## config.mk

```make
export PLATFORM = sky130hd
export DESIGN_NAME = startup_seq
export DESIGN_NICKNAME = d
export VERILOG_FILES = /design/src/rtl/startup_pkg.sv /design/src/rtl/startup_lock_sync.sv /design/src/rtl/startup_lock_gate.sv /design/src/rtl/startup_seq.sv
export SDC_FILE = /design/constraint.sdc
export NUM_CORES = 1
export LEC_CHECK = 0
export BUFFER_PORTS_ARGS = -buffer_cell sky130_fd_sc_hd__buf_2
export CORE_AREA = 8 8 51 53
export DETAILED_ROUTE_END_ITERATION = 8
export DIE_AREA = 0 0 59 61
export PLACE_DENSITY = 0.68
export SYNTH_ARGS = -nofsm -noshare
export SYNTH_HDL_FRONTEND = slang
export SYNTH_SLANG_ARGS = --single-unit
```

## constraint.sdc

```tcl
create_clock -name clk_i -period 4.75 [get_ports clk_i]
set_input_delay 1.425 -clock clk_i [delete_from_list [all_inputs] [get_ports clk_i]]
set_output_delay 1.425 -clock clk_i [all_outputs]
set_load 0.01 [all_outputs]
```

## src/rtl/startup_pkg.sv

```systemverilog
package startup_pkg;

    // Which set of lock flags the stall waits on
    typedef enum logic [1:0] {
        WAIT_NONE   = 2'd0,
        WAIT_MASKED = 2'd1,
        WAIT_ALL    = 2'd2
    } wait_mode_e;

endpackage

```

## src/rtl/startup_lock_sync.sv

```systemverilog
module startup_lock_sync #(
    parameter int unsigned WIDTH = 3
) (
    input  logic             clk_i,
    input  logic             rst_ni,
    input  logic [WIDTH-1:0] async_i,
    output logic [WIDTH-1:0] sync_o
);

    // Two register stages per lock flag
    for (genvar g = 0; g < WIDTH; g++) begin : g_bit
        logic meta_q;
        logic stable_q;

        always_ff @(posedge clk_i or negedge rst_ni) begin
            if (!rst_ni) begin
                meta_q   <= 1'b0;
                stable_q <= 1'b0;
            end else begin
                meta_q   <= async_i[g];
                stable_q <= meta_q;
            end
        end

        assign sync_o[g] = stable_q;
    end

endmodule

```

## src/rtl/startup_lock_gate.sv

```systemverilog
module startup_lock_gate
    import startup_pkg::*;
#(
    parameter int unsigned NUM_GEN       = 3,
    parameter int unsigned PHASE_W       = 3,
    parameter int unsigned DEFAULT_STALL = 5
) (
    input  logic [NUM_GEN-1:0] lock_sync_i,
    input  logic [NUM_GEN-1:0] wait_mask_i,
    input  logic               lock_en_i,
    input  logic [PHASE_W-1:0] lock_sel_i,
    input  logic [PHASE_W-1:0] phase_i,
    output wait_mode_e         mode_o,
    output logic [PHASE_W-1:0] stall_phase_o,
    output logic               hold_o
);

    logic [NUM_GEN-1:0] need;
    logic               all_ok;

    always_comb begin
        if (|wait_mask_i) begin
            mode_o = WAIT_MASKED;
            need   = wait_mask_i;
        end else if (lock_en_i) begin
            mode_o = WAIT_ALL;
            need   = {NUM_GEN{1'b1}};
        end else begin
            mode_o = WAIT_NONE;
            need   = '0;
        end

        stall_phase_o = lock_en_i ? lock_sel_i : PHASE_W'(DEFAULT_STALL);
        all_ok        = &(lock_sync_i | ~need);
        hold_o        = (mode_o != WAIT_NONE) && (phase_i == stall_phase_o) && !all_ok;
    end

endmodule

```

## src/rtl/startup_seq.sv

```systemverilog
module startup_seq
    import startup_pkg::*;
#(
    parameter int unsigned NUM_GEN    = 3,
    parameter int unsigned PHASE_W    = 3,
    parameter int unsigned HIZ_PHASE  = 3,
    parameter int unsigned GWE_PHASE  = 5,
    parameter int unsigned DONE_PHASE = 6
) (
    input  logic               clk_i,
    input  logic               rst_ni,
    input  logic [NUM_GEN-1:0] lock_i,
    input  logic [NUM_GEN-1:0] wait_mask_i,
    input  logic               lock_en_i,
    input  logic [PHASE_W-1:0] lock_sel_i,
    input  logic               hiz_early_i,
    output logic [PHASE_W-1:0] phase_o,
    output logic               done_o,
    output logic               gwe_o,
    output logic               tri_rel_o
);

    localparam logic [PHASE_W-1:0] LAST_PHASE = {PHASE_W{1'b1}};
    localparam logic [PHASE_W-1:0] HIZ_P      = PHASE_W'(HIZ_PHASE);
    localparam logic [PHASE_W-1:0] GWE_P      = PHASE_W'(GWE_PHASE);
    localparam logic [PHASE_W-1:0] DONE_P     = PHASE_W'(DONE_PHASE);
    localparam int unsigned        STALL_DEF  = DONE_PHASE - 1;

    typedef struct packed {
        logic [PHASE_W-1:0] phase;
        logic               done;
        logic               gwe;
        logic               tri_rel;
    } seq_state_t;

    seq_state_t st_d, st_q;

    logic [NUM_GEN-1:0] lock_sync;
    wait_mode_e         mode;
    logic [PHASE_W-1:0] stall_phase;
    logic               hold;

    startup_lock_sync #(
        .WIDTH (NUM_GEN)
    ) u_sync (
        .clk_i   (clk_i),
        .rst_ni  (rst_ni),
        .async_i (lock_i),
        .sync_o  (lock_sync)
    );

    startup_lock_gate #(
        .NUM_GEN       (NUM_GEN),
        .PHASE_W       (PHASE_W),
        .DEFAULT_STALL (STALL_DEF)
    ) u_gate (
        .lock_sync_i   (lock_sync),
        .wait_mask_i   (wait_mask_i),
        .lock_en_i     (lock_en_i),
        .lock_sel_i    (lock_sel_i),
        .phase_i       (st_q.phase),
        .mode_o        (mode),
        .stall_phase_o (stall_phase),
        .hold_o        (hold)
    );

    always_comb begin
        st_d = st_q;

        if (!hold && (st_q.phase != LAST_PHASE)) begin
            st_d.phase = st_q.phase + 1'b1;
        end

        st_d.gwe  = st_q.gwe  | (st_d.phase >= GWE_P);
        st_d.done = st_q.done | (st_d.phase >= DONE_P);

        // Tristate must be gone by the time a stall is reached
        st_d.tri_rel = st_q.tri_rel
                     | (st_d.phase >= HIZ_P)
                     | (hiz_early_i && (st_d.phase != '0))
                     | ((mode != WAIT_NONE) && (st_d.phase >= stall_phase));
    end

    always_ff @(posedge clk_i or negedge rst_ni) begin
        if (!rst_ni) begin
            st_q <= '0;
        end else begin
            st_q <= st_d;
        end
    end

    assign phase_o   = st_q.phase;
    assign done_o    = st_q.done;
    assign gwe_o     = st_q.gwe;
    assign tri_rel_o = st_q.tri_rel;

endmodule

```

Yosys cells after proc, flatten, opt, wreduce, memory -nomap -nowiden
Cells that the tools add are included.
{ "word_totals": {"reg_bits": 12, "latch_bits": 0, "ramBits": 0, "mem_bits_ro": 0, "out_inout_bits": 6, "word_cells": 41, "n_memories": 0} }
{ "op_classes": {"add_sub_neg": 1, "n_mul": 0, "div": 0, "order_cmp": 4, "n_eq_ne": 2, "shifts": 0, "muxes": 6, "bitwise": 7, "n_reduce_logical": 11} }
{ "op_table": {"columns": ["op", "count"], "rows": [
  ["$mux W3", 4],
  ["$ge A3 B3 Y1 const B", 2],
  ["$logic_and A1 B1 Y1", 5],
  ["$or A1 B1 Y1", 5],
  ["$mux W2", 2],
  ["$add A3 B1 Y3 const B", 1],
  ["$eq A3 B3 Y1", 1],
  ["$ge A3 B2 Y1 const B", 1],
  ["$ge A3 B3 Y1", 1],
  ["$ne A3 B3 Y1 const B", 1],
  ["$not A3 Y3", 1],
  ["$or A3 B3 Y3", 1],
  ["$reduce_and A3 Y1", 1],
  ["$reduce_bool A3 Y1", 1],
  ["$reduce_or A3 Y1", 1],
  ["$logic_not A1 Y1", 2],
  ["$reduce_bool A2 Y1", 1]
]} }

Longest topological paths before layout
Gate-level depths: netlist of the first run.
{ "logic_depth": {"ltp_word": 14, "depth_mapped": 11, "depth_no_buf": 11} }

Cells and area by module
From an unflattened synthesis of the first run, not the netlist that was laid out.
{ "hier_totals": {"cells_unflattened": 65, "area_unflattened_um2": 670.6} }
{ "modules_own_cells": {"columns": ["mod", "n_inst", "cells_each", "area_per_inst_um2", "seq_area_each_um2"], "rows": [
  ["startup_seq", 1, 33, 349.1, 150.1],
  ["startup_lock_sync", 1, 9, 172.7, 150.1],
  ["startup_lock_gate", 1, 23, 148.9, 0.0]
]} }

Worst setup path after synthesis of the first run
OpenSTA, ideal clock, no wires.
{ "synth_path": {"path_type": "input to register", "start": "in lock_en_i", "end": "reg st_q, in the netlist tri_rel_o", "setup_ns": 0.142, "arrival_ns": 3.232, "setup_slack_ns": 1.375, "path_stages": 11, "n_path_buf": 1, "cell_sequence": "buf_6 -> or4b_1 -> o22ai_1 -> o32ai_2 -> nor2_4 -> xnor2_1 -> ha_1 -> inv_1 -> a22oi_1 -> o31ai_1 -> o2111ai_1"} }
{ "synth_rtl": {"columns": ["item", "line_no", "text"], "rows": [
  ["start, declared", "startup_seq.sv:14", "input logic lock_en_i,"],
  ["end signal, assigned", "startup_seq.sv:88", "st_q <= st_d;"],
  ["end, declared", "startup_seq.sv:36", "seq_state_t st_d, st_q;"]
]} }

==> results.py, run 1 <==
metrics = {
    "sta": {
        "tightest_slew_ns": 0.487,
        "maxSlewViolCount": 0,
        "skew_ns": 0.00438,
        "fin_crit_sh": 0.722,
        "rsz0062_at_grt": "no",
        "fmax_mhz": 291,
        "hold_violations": 0,
        "totalNegativeSetupSlack_ns": 0,
        "finalCriticalPeriod_ns": 3.43,
        "max_slew_margin": 0.675,
        "setup-violations-final": 0,
    },
    "floorplan": {
        "die_h_um": 61,
        "core_mm2": 0.00184,
        "rows": 16,
        "ioPinCount": 19,
        "start_util": 0.380,
        "die_w_um": 59,
        "die-area_mm2": 0.00360,
    },
    "detailed_routing": {
        "antenna_left": 0,
        "via_per_inst": 5.00,
        "first_iter_violations": 11,
        "remaining_drc_errors": 0,
        "wl_per_cell_um": 12.3,
        "dr.pass1.iters": 4,
        "route.vias.total": 580,
        "wl_um": 1430,
    },
    "clocking": {
        "ctsResizeCount": 0,
        "cts.htree.levels": 1,
        "clock_path_buffers": 2,
        "clkLatencyLatePin_ns": 0.26,
        "post_cts_buffers": 0,
        "hold_buffers": 0,
        "cts.sinks": 12,
        "cts_made_buffers": 3,
        "clk_pin_slew_ns": 0.06,
        "cts_tree": "built",
        "ctsRootBufferMaster": "clkbuf_4",
    },
    "synth": {
        "synth.most_common_cell": "dfrtp_1",
        "ys_warn_count": 0,
        "synthMuxAreaShare": 0.0161,
        "synth_top_area_frac": 0.429,
        "synth_fa_ha_area_frac": 0.0536,
        "syn-num-nets": 85,
        "ys.flop_type": "dfrtp_1",
        "syn_area_um2": 701,
        "yosysUniqueCellTypes": 36,
        "syn_inst": 69,
        "synth.area.top_cells": "dfrtp_1, ha_1, inv_1",
        "synth_top_family_by_area": "compound AO/OA/AOI/OAI gates",
        "syn_avg_cell_area_um2": 10.2,
        "synth_compound_area_frac": 0.241,
        "yosys.area.top_type": "dfrtp_1",
        "ys_seq_area_frac": 0.429,
        "synthArstFlopShare": 1.00,
        "yosys.area_share.simple": 0.170,
        "ys_top_cells_by_count": "dfrtp_1, inv_1, o21ai_0",
        "ys_ff_latch": 12,
        "synth_edf_count": 0,
        "synth_xor_area_frac": 0.0375,
    },
    "min_path": {
        "min_from": "u_sync.g_bit[1].meta_q$_DFF_PN0_",
        "min_path_type": "reg -> reg",
        "whs_path_depth": 0,
        "min_to": "u_sync.g_bit[1].stable_q$_DFF_PN0_",
    },
    "setup_path": {
        "crit_slowest_cell": "or4b_1",
        "arrival_ns": 3.55,
        "worstSetupEndpointType": "flip-flop",
        "r2r-end": "tri_rel_o$_DFF_PN0_",
        "crit_path_cell_trace": "buf_2 -> or4b_1 -> o22ai_1 -> o32ai_2 -> nor2_4 -> xnor2_1 -> ha_1 -> inv_1 -> a22oi_1 -> o31ai_1 -> o2111ai_1",
        "ff2ff_setup_slack_ns": 2.06,
        "required_ns": 4.87,
        "worstSetupPathType": "in -> reg",
        "r2r-start": "phase_o[0]$_DFF_PN0_",
        "path_buf_inv": 2,
        "critPathTopFamily": "compound AO/OA/AOI/OAI gates",
        "startpoint_type": "primary input",
        "critPathMaxStageDelay_ns": 0.51,
        "crit_fanout": 6,
        "reg2reg_depth": 11,
    },
    "cells_and_area": {
        "antenna_cells": 0,
        "area_delta_synth_final_pct": 19.3,
        "fin_area_um2": 836,
        "final_cells": 116,
        "nets": 107,
        "layout-drive-gt1-share": 0.292,
    },
    "global_route": {
        "grt_pass1_vias": 546,
        "grt_pass1_wl_um": 2390,
        "grt_usage": 0.0856,
        "grt_max_degree": 13,
        "grt_remaining_overflow": 0,
        "antenna_found_initial": 0,
    },
    "power_and_ir_drop": {
        "leakage_nw": 0.370,
        "vdd_drop_max_uv": 203,
        "fin_total_pwr_w": 0.000429,
        "p_per_area_mw_per_mm2": 513,
    },
    "place": {
        "place.detailed.hpwl_um": 1170,
        "dpl.cell_count": 113,
        "gp_routability_congestion": 0.812,
        "placed_area_um2": 813,
        "numPortBuffers": 18,
    },
    "outcome": {
        "status": "finished, final reports clean",
    },
    "run": {
        "drv_cap": 0,
    },
}
[power by group]
group	switching, W	internal [W]
registers	0.0000315	0.000119
clock network	0.0000276	0.0000292
logic	0.000123	0.0000983
total	0.000182	0.000247
[layout make-up]
class | instances | area [um^2]
Clock buffer | 3 | 22.5
Tap cell | 27 | 33.8
Timing Repair Buffer | 18 | 90.1
Inverter | 7 | 26.3
Sequential cell | 12 | 300
Multi-Input combinational cell | 49 | 363
Fill cell | 197 | 1010
[kinds of logic (layout without fill, tap and decap cells)]
logic type | Yosys count | count (layout)
AO/OA/AOI/OAI | 23 | 23
XOR/XNOR | 3 | 3
adder cells (fa/ha/maj) | 3 | 3
buffers and inverters | 8 | 28
flip-flops | 12 | 12
multiplexers | 1 | 1
AND/OR/NAND/NOR | 19 | 19
[metal layers]
metal | vias to the layer above | global-route usage | wire length, um
met5 | - | 0 | 0
met4 | 0 | 0.0410 | 17
met3 | 2 | 0.0191 | 85
met2 | 17 | 0.134 | 671
met1 | 267 | 0.109 | 651
li1 | 294 | - | -
[per-stage QoR]
| step | hold slack [ns] | utilization | setup WS (ns) |
|---|---|---|---|
| floorplan | 0.331 | - | 1.38 |
| global placement | 0.334 | 0.442 | 1.08 |
| detailed placement | 0.336 | 0.442 | 1.03 |
| CTS | 0.351 | 0.454 | 1.32 |
| global route | 0.359 | 0.454 | 1.12 |
| finish | 0.348 | 0.454 | 1.32 |
[state kept, by name, indices dropped and copies added (netlist names)]
| signal | flops |
|---|---|
| phase_o | 3 |
| u_sync.g_bit.meta_q | 3 |
| u_sync.g_bit.stable_q | 3 |
| done_o | 1 |
| gwe_o | 1 |
| tri_rel_o | 1 |
[cells in the final DEF, fill, tap and decap left out]
master / synthesis / final
a21oi_1: 3 / 3
clkbuf_4: 0 / 3
o32ai_2: 1 / 1
o2111ai_1: 1 / 1
or2b_1: 1 / 1
ha_1: 3 / 3
or2_1: 1 / 1
a221oi_1: 1 / 1
o211ai_1: 2 / 2
nor4_1: 1 / 1
nor2_1: 1 / 1
dfrtp_1: 12 / 12
nand3_1: 1 / 1
nand2b_1: 2 / 2
or4b_1: 1 / 1
o21ai_0: 4 / 4
a311oi_1: 1 / 1
o31ai_1: 2 / 2
nor3b_1: 1 / 1
nor3_1: 3 / 3
o21a_1: 1 / 1
nor2b_1: 1 / 1
nor2_4: 1 / 1
xor2_1: 1 / 1
mux2_2: 1 / 1
o22ai_1: 2 / 2
o211a_1: 1 / 1
a21o_2: 1 / 1
or3_1: 1 / 1
a22oi_1: 1 / 1
nand3b_1: 1 / 1
nand2_1: 2 / 2
xnor2_1: 2 / 2
or2_2: 1 / 1
a21o_1: 2 / 2
inv_1: 7 / 7
buf_2: 0 / 18
[how the worst max path moves through the flow]
stage	end	depth (start not counted)	start	slack, ns
4_1_cts	tri_rel_o$_DFF_PN0_	11	lock_sel_i[1]	1.32
3_3_place_gp	tri_rel_o$_DFF_PN0_	11	lock_sel_i[1]	1.08
5_1_grt	tri_rel_o$_DFF_PN0_	11	lock_sel_i[1]	1.12
3_5_place_dp	tri_rel_o$_DFF_PN0_	11	lock_sel_i[1]	1.03
2_1_floorplan	tri_rel_o$_DFF_PN0_	11	lock_en_i	1.38
6_report	tri_rel_o$_DFF_PN0_	11	lock_sel_i[1]	1.32
No activity file was read; power rests on OpenSTA's default activity.
==> run 2: changes to the inputs <==
clock period = 3.6 ns   (was 4.75 ns; I/O delays follow)
==> run 2 against run 1 <==
- critical path depth is the same
- global-route usage grew 0.30 points
- non-clock buffer count is the same
- clock power grew 81%
- critical endpoint unchanged
==> results.py, run 2 (same netlist as run 1, synthesis figures left out) <==
metrics = {
    "global_route": {
        "grt.met1_usage": 0.112,
        "grt_pass1_wl_um": 2420,
        "grt_remaining_overflow": 0,
        "grt_pass1_vias": 562,
        "antenna_found_initial": 0,
        "grt_usage": 0.0886,
        "grt.met3_usage": 0.0233,
        "gr-usage-met2": 0.128,
        "busiest_layer": "met2",
        "grt_max_degree": 13,
    },
    "setup_path": {
        "worstSetupEndpointType": "flip-flop",
        "r2r-start": "phase_o[0]$_DFF_PN0_",
        "critPathLaunch": "lock_sel_i[1]",
        "worstSetupPathType": "in -> reg",
        "startpoint_type": "primary input",
        "ff2ff_setup_slack_ns": 0.99,
        "crit_fanout": 6,
        "required_ns": 3.74,
        "arrival_ns": 3.13,
    },
    "sta": {
        "maxSlewViolCount": 0,
        "rsz0062_at_grt": "no",
        "fmax_mhz": 334,
        "fin_ws_ns": 0.608,
        "max_slew_margin": 0.674,
        "finalCriticalPeriod_ns": 2.99,
        "skew_ns": 0.00225,
        "totalNegativeSetupSlack_ns": 0,
        "hold_violations": 0,
        "tightest_slew_ns": 0.489,
        "setup-violations-final": 0,
        "fin_crit_sh": 0.831,
    },
    "floorplan": {
        "die-area_mm2": 0.00360,
        "rows": 16,
        "die_h_um": 61,
        "core_mm2": 0.00184,
        "start_util": 0.380,
        "ioPinCount": 19,
        "die_w_um": 59,
    },
    "clocking": {
        "cts_tree": "built",
        "hold_buffers": 0,
        "ctsRootBufferMaster": "clkbuf_4",
        "cts_made_buffers": 3,
        "cts.htree.levels": 1,
        "cts.sinks": 12,
        "clock_path_buffers": 2,
        "ctsResizeCount": 0,
        "clk_pin_slew_ns": 0.07,
        "post_cts_buffers": 0,
        "clkLatencyLatePin_ns": 0.27,
    },
    "place": {
        "placed_area_um2": 813,
        "gp_routability_congestion": 0.798,
        "dp_slack_ns": 0.321,
        "place.detailed.hpwl_um": 1180,
        "numPortBuffers": 18,
    },
    "cells_and_area": {
        "layout-drive-gt1-share": 0.300,
        "final_cell_mix": "buf_2, dfrtp_1, inv_1, o21ai_0",
        "area_delta_synth_final_pct": 21.3,
        "antenna_cells": 0,
        "fin_area_um2": 850,
        "layout_commonest_cell": "buf_2",
        "nets": 107,
    },
    "detailed_routing": {
        "wl_per_cell_um": 12.6,
        "first_iter_violations": 10,
        "wl_um": 1470,
        "dr.pass1.iters": 4,
        "via_per_inst": 5.03,
        "route.vias.total": 589,
        "remaining_drc_errors": 0,
        "antenna_left": 0,
    },
    "power_and_ir_drop": {
        "vdd_drop_max_uv": 323,
        "p_per_area_mw_per_mm2": 691,
        "leakage_nw": 0.377,
        "fin_total_pwr_w": 0.000587,
    },
    "min_path": {
        "min_path_type": "reg -> reg",
        "min_from": "u_sync.g_bit[2].meta_q$_DFF_PN0_",
    },
    "run": {
        "drv_cap": 0,
    },
    "outcome": {
        "status": "finished, final reports clean",
    },
}
## run 2: cell count changes in the layout (fill, tap and decap cells not counted)
| cell | previous run | this run |
|---|---|---|
| clkbuf_8 | 0 | 1 |
## run 2: layout make-up
cell class	count	area (um^2)
clock buffer	4	36.3
fill	186	992
timing repair buffer	18	90.1
tap	27	33.8
sequential	12	300
multi-input combinational	49	363
inverter	7	26.3
## run 2: final timing paths
check	end	cells after the start
max in group asynchronous	u_sync.g_bit[1].stable_q$_DFF_PN0_	1
setup / recovery	tri_rel_o$_DFF_PN0_	11
setup reg to reg	tri_rel_o$_DFF_PN0_	11
hold / removal	u_sync.g_bit[2].stable_q$_DFF_PN0_	0
hold reg to reg	u_sync.g_bit[2].stable_q$_DFF_PN0_	0
min in group asynchronous	tri_rel_o$_DFF_PN0_	1
## run 2: where the power goes
group	switching (W)	leakage (nW)	internal, W
logic	0.000156	0.225	0.000130
clock network	0.0000413	0.0210	0.0000614
registers	0.0000408	0.131	0.000157
total	0.000238	0.377	0.000349
## run 2: per-stage QoR
step | utilization | cells | hold slack (ns)
final | 0.461 | 117 | 0.349
after global routing | 0.461 | 117 | 0.372
after CTS | 0.461 | 117 | 0.351
after detailed placement | 0.442 | 113 | 0.335
after global placement | 0.442 | 113 | 0.334
after floorplan | - | 69 | 0.331
## run 2: metal layers
layer / vias up / part of all wire
met4: 0 / 0.017
met2: 16 / 0.43
met3: 4 / 0.058
li1: 297 / -
met5: - / 0
met1: 272 / 0.49
## run 2: critical path, cell delays in order
cell and delay [ns]:
buf_2 0.13, or4b_1 0.51, o22ai_1 0.19, o32ai_2 0.16
nor2_4 0.19, xnor2_1 0.16, ha_1 0.26, inv_1 0.07
a22oi_1 0.06, o31ai_1 0.19, o2111ai_1 0.12
